### src/rtl/dcb_pkg.sv
package dcb_pkg;
    localparam int SAMPLE_W   = 24;
    localparam int NUM_CH     = 8;
    localparam int CH_W       = (NUM_CH > 1) ? $clog2(NUM_CH) : 1;
    localparam int COEF_SHIFT = 13;
    localparam int ACC_W      = SAMPLE_W + 2;

    typedef logic signed [SAMPLE_W-1:0] sample_t;
    typedef logic [CH_W-1:0]            chan_t;
    typedef logic signed [ACC_W-1:0]    acc_t;

    // per-channel filter history
    typedef struct packed {
        sample_t x_prev;
        sample_t y_prev;
    } hist_t;

    // one tagged sample beat
    typedef struct packed {
        logic    valid;
        chan_t   ch;
        sample_t data;
    } beat_t;

    localparam sample_t SAMPLE_MAX = {1'b0, {(SAMPLE_W-1){1'b1}}};
    localparam sample_t SAMPLE_MIN = {1'b1, {(SAMPLE_W-1){1'b0}}};

    function automatic sample_t clamp(input acc_t v);
        if (v > acc_t'(SAMPLE_MAX))
            return SAMPLE_MAX;
        else if (v < acc_t'(SAMPLE_MIN))
            return SAMPLE_MIN;
        else
            return sample_t'(v);
    endfunction
endpackage

### src/rtl/dcb_hist_bank.sv
module dcb_hist_bank
    import dcb_pkg::*;
(
    input  logic  clk,
    input  logic  rst,
    input  logic  clr_all,
    input  logic  wr_en,
    input  chan_t wr_ch,
    input  hist_t wr_data,
    input  chan_t rd_ch,
    output hist_t rd_data
);
    hist_t bank [NUM_CH];

    for (genvar i = 0; i < NUM_CH; i++) begin : g_entry
        hist_t q;
        always_ff @(posedge clk) begin
            if (rst)
                q <= '0;
            else if (wr_en && wr_ch == chan_t'(i))
                q <= wr_data;
            else if (clr_all)
                q <= '0;
        end
        assign bank[i] = q;
    end

    assign rd_data = bank[rd_ch];
endmodule

### src/rtl/dcb_core.sv
module dcb_core
    import dcb_pkg::*;
(
    input  sample_t x,
    input  hist_t   h,
    output sample_t y
);
    acc_t diff, leak, sum;

    always_comb begin
        diff = acc_t'(x) - acc_t'(h.x_prev);
        leak = acc_t'(h.y_prev) - (acc_t'(h.y_prev) >>> COEF_SHIFT);
        sum  = diff + leak;
        y    = clamp(sum);
    end
endmodule

### src/rtl/dcb_hpf_top.sv
module dcb_hpf_top
    import dcb_pkg::*;
(
    input  logic                       clk,
    input  logic                       rst,
    input  logic                       hpf_en,
    input  logic                       in_valid,
    input  logic [CH_W-1:0]            in_ch,
    input  logic signed [SAMPLE_W-1:0] in_sample,
    output logic                       out_valid,
    output logic [CH_W-1:0]            out_ch,
    output logic signed [SAMPLE_W-1:0] out_sample
);
    beat_t   in_beat;
    beat_t   out_q;
    logic    en_prev;
    logic    en_rise;
    hist_t   hist_rd;
    hist_t   hist_use;
    hist_t   hist_wr;
    sample_t y_filt;
    sample_t y_sel;

    assign in_beat = '{valid: in_valid, ch: in_ch, data: in_sample};

    // previous enable; reset value marks the filter as already on
    always_ff @(posedge clk) begin
        if (rst)
            en_prev <= 1'b1;
        else
            en_prev <= hpf_en;
    end

    assign en_rise  = hpf_en && !en_prev;
    assign hist_use = en_rise ? '0 : hist_rd;

    dcb_hist_bank u_bank (
        .clk     (clk),
        .rst     (rst),
        .clr_all (en_rise),
        .wr_en   (in_beat.valid && hpf_en),
        .wr_ch   (in_beat.ch),
        .wr_data (hist_wr),
        .rd_ch   (in_beat.ch),
        .rd_data (hist_rd)
    );

    dcb_core u_core (
        .x (in_beat.data),
        .h (hist_use),
        .y (y_filt)
    );

    assign hist_wr = '{x_prev: in_beat.data, y_prev: y_filt};
    assign y_sel   = hpf_en ? y_filt : in_beat.data;

    always_ff @(posedge clk) begin
        if (rst) begin
            out_q <= '0;
        end else begin
            out_q.valid <= in_beat.valid;
            if (in_beat.valid) begin
                out_q.ch   <= in_beat.ch;
                out_q.data <= y_sel;
            end
        end
    end

    assign out_valid  = out_q.valid;
    assign out_ch     = out_q.ch;
    assign out_sample = out_q.data;
endmodule

### config.mk
export PLATFORM = sky130hd
export DESIGN_NAME = dcb_hpf_top
export DESIGN_NICKNAME = d
export VERILOG_FILES = /design/src/rtl/dcb_pkg.sv /design/src/rtl/dcb_hist_bank.sv /design/src/rtl/dcb_core.sv /design/src/rtl/dcb_hpf_top.sv
export SDC_FILE = /design/constraint.sdc
export NUM_CORES = 1
export LEC_CHECK = 0
export BUFFER_PORTS_ARGS = -buffer_cell sky130_fd_sc_hd__buf_2
export CORE_UTILIZATION = 65
export CTS_CLUSTER_DIAMETER = 50
export DETAILED_ROUTE_END_ITERATION = 8
export GPL_TIMING_DRIVEN = 0
export PLACE_DENSITY = 0.83
export SYNTH_ARGS = -nofsm -noshare
export SYNTH_HDL_FRONTEND = slang
export SYNTH_SLANG_ARGS = --single-unit
### constraint.sdc
create_clock -name clk -period 15.3 [get_ports clk]
set_clock_uncertainty 0.15 [all_clocks]
set_input_delay 1.53 -clock clk [delete_from_list [all_inputs] [get_ports clk]]
set_output_delay 1.53 -clock clk [all_outputs]
set_load 0.01 [all_outputs]
==> metrics.yaml <==
status: "complete, but fails checks"
violations: "max-capacitance violations, max-slew violations"
syn_avg_cell_area_um2: 9.114
clk_latency_ns: 0.58
die_y_um: 181.2
cp.required_ns: 15.54
drc: 0
synth_edf_count: 0
synth_top_cell_area_share: 0.3960
timing.final.crit_share: 0.6490
busiest_layer: "met2"
grt_pass1_wl_um: 108300
tns_ns: 0
yosysWarnings: 0
area_growth_pct: 10.68
synth-seq-area-share: 0.3960
grt_use_met2: 0.6435
cts.path.max_buffers: 3
cts_tree: "done"
drtPass1Iterations: 8
critical-path-max-stage-delay_ns: 0.83
dp_hpwl_um: 52130
yosysTopAreaCell: "dfxtp_1"
grt_max_degree: 16
htreeDepth: 2
path_class: "input pin to flip-flop"
avgRoutedWirePerCell_um: 25.31
postSynthCellCount: 2291
cts_num_sinks: 413
grt_pass1_vias: 18920
dieArea_mm2: 0.03284
maxSlewHeadroom: -0.06598
die_x_um: 181.2
drv_cap: 2
drtAntennaViolNets: 0
post-route-min-period_ns: 9.930
timing.hold.ws_ns: 0.3085
drt_iter0_drc: 2631
gr-usage-met1: 0.5600
wirelength_um: 71640
io_pins: 59
synthArstFlopShare: 0
critical_path.most_common_cell: "o21ai_0"
final-hold-violation-count: 0
grt_util_all_layers: 0.4307
place.gp.congestion: 0.9734
drive_gt1_frac: 0.1274
worstMarginPinSlew_ns: 1.587
synth.top_cells.by_count: "dfxtp_1 (413), nand2_1 (335), a21oi_1 (257)"
cts_made_buffers: 43
cts_hold_buffers: 0
path_max_fanout: 10
overflow: 0
ys_ff_latch: 413
vias_per_cell: 6.921
fillCellCount: 2314
start_kind: "input pin"
slowest_stage: "buf_1"
arrival_ns: 10.17
io_buffer_count: 56
syn-num-nets: 2398
core_area_mm2: 0.03156
yosysMostFrequentCell: "dfxtp_1"
clockRootBuffer: "clkbuf_16"
antenna_found_initial: 7
slew_viol_final: 10
grt_util_met3: 0.1312
dr_total_vias: 19590
setup_viol: 0
cp-end-kind: "flip-flop"
initial_core_util: 0.6617
yosys.cell_types.count: 70
synth-main-ff-cell: "dfxtp_1"
post_cts_buffers: 0
syn_area_mm2: 0.02088
hold_class: "flip-flop to flip-flop"
synth.area.top_cells: "dfxtp_1 (40%), mux4_2 (10%), a21oi_1 (6.2%)"
layout.nets: 2499
clk_pin_slew_worst_paths_ns: 0.06
fmax_ghz: 0.1007
rsz0062_at_grt: "no"
row_count: 65
ctsResizeCount: 0
## critical path, delay by kind of cell
family	cells	cell delay, ns
compound gates	13	3.17
simple gates	4	0.59
xor+xnor	1	0.40
mux	2	0.84
fa+ha+maj	3	0.99
buf+inv	6	2.63
## metal layers
metal	part of all wire	wire length, um	vias to the layer above
met5	0.00038	27	-
met4	0.057	4049	4
met3	0.14	10130	292
met2	0.43	30810	1443
met1	0.37	26630	9343
li1	-	-	8511
## layout by cell type, fill, tap and decap left out, types with 7 or more instances in the layout
| master | n |
|---|---|
| dfxtp_1 | 413 |
| nand2_1 | 335 |
| a21oi_1 | 257 |
| nand3_1 | 213 |
| clkbuf_1 | 168 |
| a22o_1 | 128 |
| mux4_2 | 96 |
| o21ai_0 | 90 |
| nor2_1 | 82 |
| ha_1 | 73 |
| buf_2 | 70 |
| xnor2_1 | 44 |
| clkbuf_16 | 43 |
| mux2_2 | 35 |
| inv_1 | 34 |
| a21o_1 | 31 |
| nand2b_1 | 25 |
| buf_1 | 25 |
| xor2_1 | 19 |
| mux2i_1 | 15 |
| or3_1 | 14 |
| o211ai_1 | 13 |
| nor3b_1 | 13 |
| o21a_1 | 12 |
| a31oi_1 | 11 |
| nor3_1 | 10 |
| a211oi_1 | 10 |
| nor2b_1 | 9 |
| and3_1 | 8 |
| nand4_1 | 8 |
| a211o_1 | 7 |
| o32ai_1 | 7 |
## registers in the layout, indices dropped and copies added, names as in the netlist
signal	flops
en_prev	1
out_ch	3
out_valid	1
u_bank.bank	384
out_sample	24
## through the flow
stage | utilization | instance area (um^2) | instances | worst slack [ns]
after floorplan | - | 20880 | 2291 | 7.338
after global placement | 0.6865 | 21660 | 2749 | 5.073
after detailed placement | 0.6865 | 21660 | 2749 | 4.969
after CTS | 0.7319 | 23100 | 2827 | 5.463
after global routing | 0.7324 | 23110 | 2831 | 4.818
final | 0.7324 | 23110 | 2831 | 5.370
## kinds of logic after synthesis
family                     count (synthesis)  share of synthesized area
buffers and inverters                    232                    0.04368
and+or+nand+nor                          733                     0.1572
DFF                                      413                     0.3960
AOI/OAI and AO/OA                        628                     0.2004
xor gates and xnor gates                  63                    0.02643
adders and majority gates                 76                    0.04662
muxes                                    146                     0.1296
## final timing paths
| path | startpoint | slack, ns | depth (start not counted) | endpoint |
|---|---|---|---|---|
| hold reg to reg | u_bank.bank[298] | 0.31 | 2 | u_bank.bank[298] |
| setup reg to reg | en_prev | 7.13 | 25 | out_sample[16] |
| setup / recovery | in_ch[0] | 5.37 | 29 | out_sample[16] |
| hold / removal | u_bank.bank[298] | 0.31 | 2 | u_bank.bank[298] |
## layout make-up
| cell class | instances | area [um^2] | share of cell area |
|---|---|---|---|
| antenna | 4 | 10.01 | 0.0004331 |
| inverter | 34 | 127.6 | 0.005522 |
| multi-input combinational | 1646 | 11710 | 0.5065 |
| buffer | 198 | 784.5 | 0.03395 |
| sequential | 413 | 8268 | 0.3578 |
| clock buffer | 61 | 1184 | 0.05122 |
| clock inverter | 17 | 249.0 | 0.01077 |
| tap | 402 | 503.0 | 0.02176 |
| timing repair buffer | 56 | 280.3 | 0.01213 |
Power is left out: the tool's default activity adds up to more than one toggle a clock period on the data nets, which glitch-free logic cannot reach.
